**config.mk**
```make
export PLATFORM = sky130hd
export DESIGN_NAME = quad_phase_clkgen
export DESIGN_NICKNAME = d
export VERILOG_FILES = /design/src/rtl/qpc_pkg.sv /design/src/rtl/qpc_len_decode.sv /design/src/rtl/qpc_tick_counter.sv /design/src/rtl/qpc_wave.sv /design/src/rtl/quad_phase_clkgen.sv
export SDC_FILE = /design/constraint.sdc
export NUM_CORES = 1
export LEC_CHECK = 0
export BUFFER_PORTS_ARGS = -buffer_cell sky130_fd_sc_hd__buf_2
export CAP_MARGIN = 5
export CORE_MARGIN = 4
export CORE_UTILIZATION = 51
export CTS_CLUSTER_SIZE = 10
export DETAILED_ROUTE_END_ITERATION = 8
export PLACE_DENSITY = 0.84
export REMOVE_ABC_BUFFERS = 1
export SLEW_MARGIN = 15
export SYNTH_ARGS = -nofsm -noshare
export SYNTH_HDL_FRONTEND = slang
export SYNTH_SLANG_ARGS = --single-unit
```
**constraint.sdc**
```tcl
create_clock -name clk -period 2.9 [get_ports clk]
set_input_delay 0.145 -clock clk [delete_from_list [all_inputs] [get_ports clk]]
set_output_delay 0.145 -clock clk [all_outputs]
set_load 0.05 [all_outputs]
```
**src/rtl/qpc_pkg.sv**
```systemverilog
package qpc_pkg;

  typedef enum logic [1:0] {
    SEL_LONG  = 2'b00,
    SEL_MID   = 2'b01,
    SEL_SHORT = 2'b10,
    SEL_SPARE = 2'b11
  } len_sel_e;

  function automatic int max_of3(input int x, input int y, input int z);
    int m;
    m = x;
    if (y > m) m = y;
    if (z > m) m = z;
    return m;
  endfunction

endpackage

```
**src/rtl/qpc_len_decode.sv**
```systemverilog
module qpc_len_decode
  import qpc_pkg::*;
#(
  parameter int N_LONG  = 18,
  parameter int N_MID   = 14,
  parameter int N_SHORT = 12,
  parameter int W       = 5
) (
  input  logic [1:0]   sel,
  output logic [W-1:0] len
);

  always_comb begin
    unique case (len_sel_e'(sel))
      SEL_MID:   len = W'(N_MID);
      SEL_SHORT: len = W'(N_SHORT);
      default:   len = W'(N_LONG);
    endcase
  end

endmodule

```
**src/rtl/qpc_tick_counter.sv**
```systemverilog
module qpc_tick_counter #(
  parameter int W = 5
) (
  input  logic         clk,
  input  logic         rst,
  input  logic [W-1:0] len_req,
  output logic [W-1:0] cnt,
  output logic [W-1:0] cnt_nx,
  output logic [W-1:0] len_cur,
  output logic [W-1:0] len_nx,
  output logic         wrap_nx
);

  always_comb begin
    wrap_nx = (cnt == (len_cur - W'(1)));
    cnt_nx  = wrap_nx ? '0 : (cnt + W'(1));
    len_nx  = wrap_nx ? len_req : len_cur;
  end

  always_ff @(posedge clk) begin
    if (rst) begin
      cnt     <= '0;
      len_cur <= len_req;
    end else begin
      cnt     <= cnt_nx;
      len_cur <= len_nx;
    end
  end

endmodule

```
**src/rtl/qpc_wave.sv**
```systemverilog
module qpc_wave #(
  parameter int W = 5
) (
  input  logic [W-1:0] cnt,
  input  logic [W-1:0] len,
  output logic         a_lvl,
  output logic         d_lvl
);

  logic [W-1:0] half_len;
  logic [W-1:0] quarter_len;
  logic [W-1:0] pos_in_half;

  always_comb begin
    half_len    = len >> 1;
    quarter_len = len >> 2;
    a_lvl       = (cnt < half_len);
    pos_in_half = a_lvl ? cnt : (cnt - half_len);
    d_lvl       = (pos_in_half < quarter_len);
  end

endmodule

```
**src/rtl/quad_phase_clkgen.sv**
```systemverilog
module quad_phase_clkgen
  import qpc_pkg::*;
#(
  parameter int N_LONG  = 18,
  parameter int N_MID   = 14,
  parameter int N_SHORT = 12
) (
  input  logic       clk,
  input  logic       rst,
  input  logic [1:0] len_sel,
  output logic       a_clk,
  output logic       b_clk_n,
  output logic [1:0] phase,
  output logic       cyc_start
);

  localparam int N_MAX = max_of3(N_LONG, N_MID, N_SHORT);
  localparam int W     = $clog2(N_MAX + 1);

  logic [W-1:0] len_req;
  logic [W-1:0] cnt_w;
  logic [W-1:0] cnt_nx_w;
  logic [W-1:0] len_cur_w;
  logic [W-1:0] len_nx_w;
  logic         wrap_nx_w;

  logic         a_next;
  logic         d_next_unused;
  logic         a_now_unused;
  logic         d_now;

  qpc_len_decode #(
    .N_LONG (N_LONG),
    .N_MID  (N_MID),
    .N_SHORT(N_SHORT),
    .W      (W)
  ) u_dec (
    .sel(len_sel),
    .len(len_req)
  );

  qpc_tick_counter #(.W(W)) u_cnt (
    .clk    (clk),
    .rst    (rst),
    .len_req(len_req),
    .cnt    (cnt_w),
    .cnt_nx (cnt_nx_w),
    .len_cur(len_cur_w),
    .len_nx (len_nx_w),
    .wrap_nx(wrap_nx_w)
  );

  // Levels for the tick about to start: these drive A.
  qpc_wave #(.W(W)) u_wave_next (
    .cnt  (cnt_nx_w),
    .len  (len_nx_w),
    .a_lvl(a_next),
    .d_lvl(d_next_unused)
  );

  // Levels for the tick now ending: the reference one tick late forms /B.
  qpc_wave #(.W(W)) u_wave_now (
    .cnt  (cnt_w),
    .len  (len_cur_w),
    .a_lvl(a_now_unused),
    .d_lvl(d_now)
  );

  always_ff @(posedge clk) begin
    if (rst) begin
      a_clk     <= 1'b1;
      b_clk_n   <= 1'b1;
      phase     <= 2'd0;
      cyc_start <= 1'b0;
    end else begin
      a_clk     <= a_next;
      b_clk_n   <= ~d_now;
      phase     <= {~a_next, d_now};
      cyc_start <= wrap_nx_w;
    end
  end

endmodule

```
==> metrics.md <==
| Metric | Value |
|---|---|
| Outcome | complete, no violations |
| Hold Path Depth | 2 |
| Setup Viol. Count Final | 0 |
| Crit path from | u_cnt.len_cur[2] |
| Gpl congestion | 0.8621 |
| Synth Instances | 101 |
| Skew final | 0.001810 ns |
| First drt pass iteration count | 4 |
| Pre-CTS setup slack | -0.02939 ns |
| Post-layout min period | 2.763 ns |
| Num CTS Buffers | 3 |
| Pwr dens | 628.7 nW/um^2 |
| Vias | 803 |
| Fmax | 362.0 MHz |
| Clock slew at reported path FFs | 0.08 ns |
| Worst-path maximum fanout | 5 |
| CTS Buffer Depth | 2 |
| Least-Margin Pin Slew | 0.3281 ns |
| Post-DRT Antenna Nets | 0 |
| Vias in the first global route | 745 |
| Hold Worst Slack | ~0.17 ns |
| Drt first-iter violations | 16 |
| Reg2reg setup slack | 0.14 ns |
| GRT busiest layer | met2 |
| Final nets | about 140 |
| Clock share of power | 0.194 |
| Die Wd | 50.81 microns |
| Antenna violations before repair | 0 |
| Synth Area per Inst | 9.254 sq um |
| Worst EP required | 3.07 ns |
| R2r worst-path depth | 13 |
| HP Start | rst |
| Fin crit share | 0.9526 |
| P_sw | between 0.2 and 0.3 mW |
| Core footprint | 1727 sq um |
| Logic pwr share | 0.456 |
| Max-slew headroom | 0.7797 |
| Pins Over Slew Limit | 0 |
| IO Pins | 9 |
| Reg-to-reg startpoint | u_cnt.len_cur[2] |
| Fin worst setup slack | 0.1373 ns |
| Sw Share | 0.3943 |
| Wire length per cell | 13.48 microns |
| Crit path launch type | flop |
| Cell area after synthesis | between 900 and 1000 sq um |
| Area delta synth->final | 19.68% |
| Worst-Skew Late Latency | 0.28 ns |
| HPWL after DPL | 1495 microns |
| H-tree Lvls | 1 |
| Synthesized flop and latch total | 14 |
| CTS tree | yes |
| GR Overflow Total | 0 |
| Seq pwr share | 0.349 |
| Sequential element share of the synthesized area | 0.2999 |
| Largest net degree at the start of global routing | 10 |
| Hold_buf cts | 0 |
| Crit end category | flop |
| Layout cells sized above 1 | 0.2689 |
| Global-route wire length before repair | 3174 microns |
| Max Cap Viol | 0 |
| Cell variety after synth | 33 |
| Antenna cells | 0 |
| Worst Hold Class | in2reg |
| Yosys warnings | 0 |
| Hold Fails Final Rpt | 0 |
| Clock root buffer | clkbuf_4 |
| CP Data Arrival Time | 2.93 ns |
| Kind of critical path | reg2reg |
| Remaining DRCs | 0 |
| Gr usage total | 0.1604 |
| Post-Route WL | 1941 microns |
| Number of port buffers | 8 |
| # clock sinks | 14 |
| Internal | ~0.43 mW |
| Met2 Use GR | 0.2674 |
| Rows | 15 |
| Met1 GRT Util | 0.1860 |
| Die area | roughly 2600 sq um |
| Met3 Usage GRT | 0.07580 |
| Drt via density | ~5.6 |
| Die height | between 50 and 60 microns |
| Most frequent cells in the layout | ha_1 (12), dfxtp_1 (12), nor2_1 (8), buf_2 (8) |
| Leakage | 0.5312 nW |
| Initial Utilization | 0.5413 |
| Peak supply drop | 470.6 uV |
## critical path, cell delays in order (launching register included)
cell,delay (ns)
dfxtp_4,0.38
inv_1,0.09
ha_1,0.28
nor2b_1,0.13
o21a_2,0.23
o21ai_2,0.13
nand2_1,0.11
nor2_1,0.12
a21oi_1,0.06
ha_1,0.30
a211o_1,0.32
nor3_1,0.14
a2bb2oi_1,0.10
a211o_1,0.27
## state kept, by name (all words and copies together), names as in the netlist
register / cells
cyc_start: 1
u_cnt.cnt: 5
u_cnt.len_cur: 4
b_clk_n: 1
a_clk: 1
phase: 2
## cells by family after synthesis
kind of cell,Yosys count,share of synthesized area
buffers and inverters,9,0.03748
adders and majority gates,13,0.1821
DFF,14,0.2999
muxes,5,0.05489
xor gates and xnor gates,10,0.09370
AOI/OAI and AO/OA,22,0.1566
and+or+nand+nor,28,0.1754
## per-stage QoR
| stage | power (mW) | util | TNS, ns | area, sq um | instances |
|---|---|---|---|---|---|
| after global placement | 0.5442 | 0.6036 | 0 | 1042 | 138 |
| after CTS | 0.6914 | 0.6254 | 0 | 1080 | 142 |
| after floorplan | 0.4809 | - | 0 | 925.9 | 99 |
| after global routing | 0.7529 | 0.6478 | -0.05729 | 1119 | 144 |
| after detailed placement | 0.5548 | 0.6036 | -0.02939 | 1042 | 138 |
| final | 0.7032 | 0.6478 | 0 | 1119 | 144 |
## layer usage
| metal | up-vias | wire length (microns) |
|---|---|---|
| li1 | 400 | - |
| met1 | 379 | 856 |
| met2 | 22 | 950 |
| met3 | 2 | 123 |
| met4 | 0 | 10 |
| met5 | - | 0 |
## what timing repair did
action,4_1_cts,5_1_grt
pin swaps,0,2
resized for setup,1,9
setup buffers,0,2
setup endpoints to repair,1,3
## Yosys cell counts, drive strengths merged
cell type / number / area (sq um)
xor2: 5 / 43.79
nor4: 1 / 6.260
nor4b: 1 / 8.760
a21o: 1 / 7.510
buf: 1 / 5.000
or2: 1 / 6.260
o21ai: 6 / 30.03
o211a: 1 / 10.01
fa: 1 / 20.02
a21oi: 5 / 25.02
a2bb2oi: 1 / 8.760
mux2i: 4 / 40.04
clkbuf: 1 / 3.750
and2: 1 / 6.260
ha: 12 / 150.1
a31o: 1 / 8.760
a311oi: 1 / 8.760
xnor2: 5 / 43.79
o21a: 3 / 22.52
nor2: 9 / 41.29
nand4b: 1 / 8.760
nor3: 6 / 46.30
dfxtp: 14 / 280.3
nand3: 4 / 20.02
a211oi: 1 / 7.510
a211o: 2 / 17.52
nor2b: 2 / 12.51
nand2: 2 / 7.510
inv: 7 / 26.28
mux2: 1 / 11.26
## path summary, 6_finish.rpt
kind                      end
max reg2reg           b_clk_n
min              u_cnt.cnt[0]
min reg2reg  u_cnt.len_cur[1]
max                   b_clk_n
## power groups by stage
stage / sequential [mW] / combinational, mW / clock, mW
after floorplan: 0.314 / 0.167 / 0
after global placement: 0.247 / 0.297 / 0
after detailed placement: 0.248 / 0.306 / 0
after CTS: 0.245 / 0.308 / 0.139
after global routing: 0.250 / 0.351 / 0.151
final: 0.246 / 0.321 / 0.137
## area by class of cell
| type | count | area (sq um) |
|---|---|---|
| Multi-Input combinational cell | 78 | 635.6 |
| Fill cell | 154 | 608.1 |
| Sequential cell | 14 | 285.3 |
| Timing Repair Buffer | 16 | 103.9 |
| Clock buffer | 4 | 36.28 |
| Tap cell | 25 | 31.28 |
| Inverter | 7 | 26.28 |
Note: power is estimated with default switching activity, not from simulation.
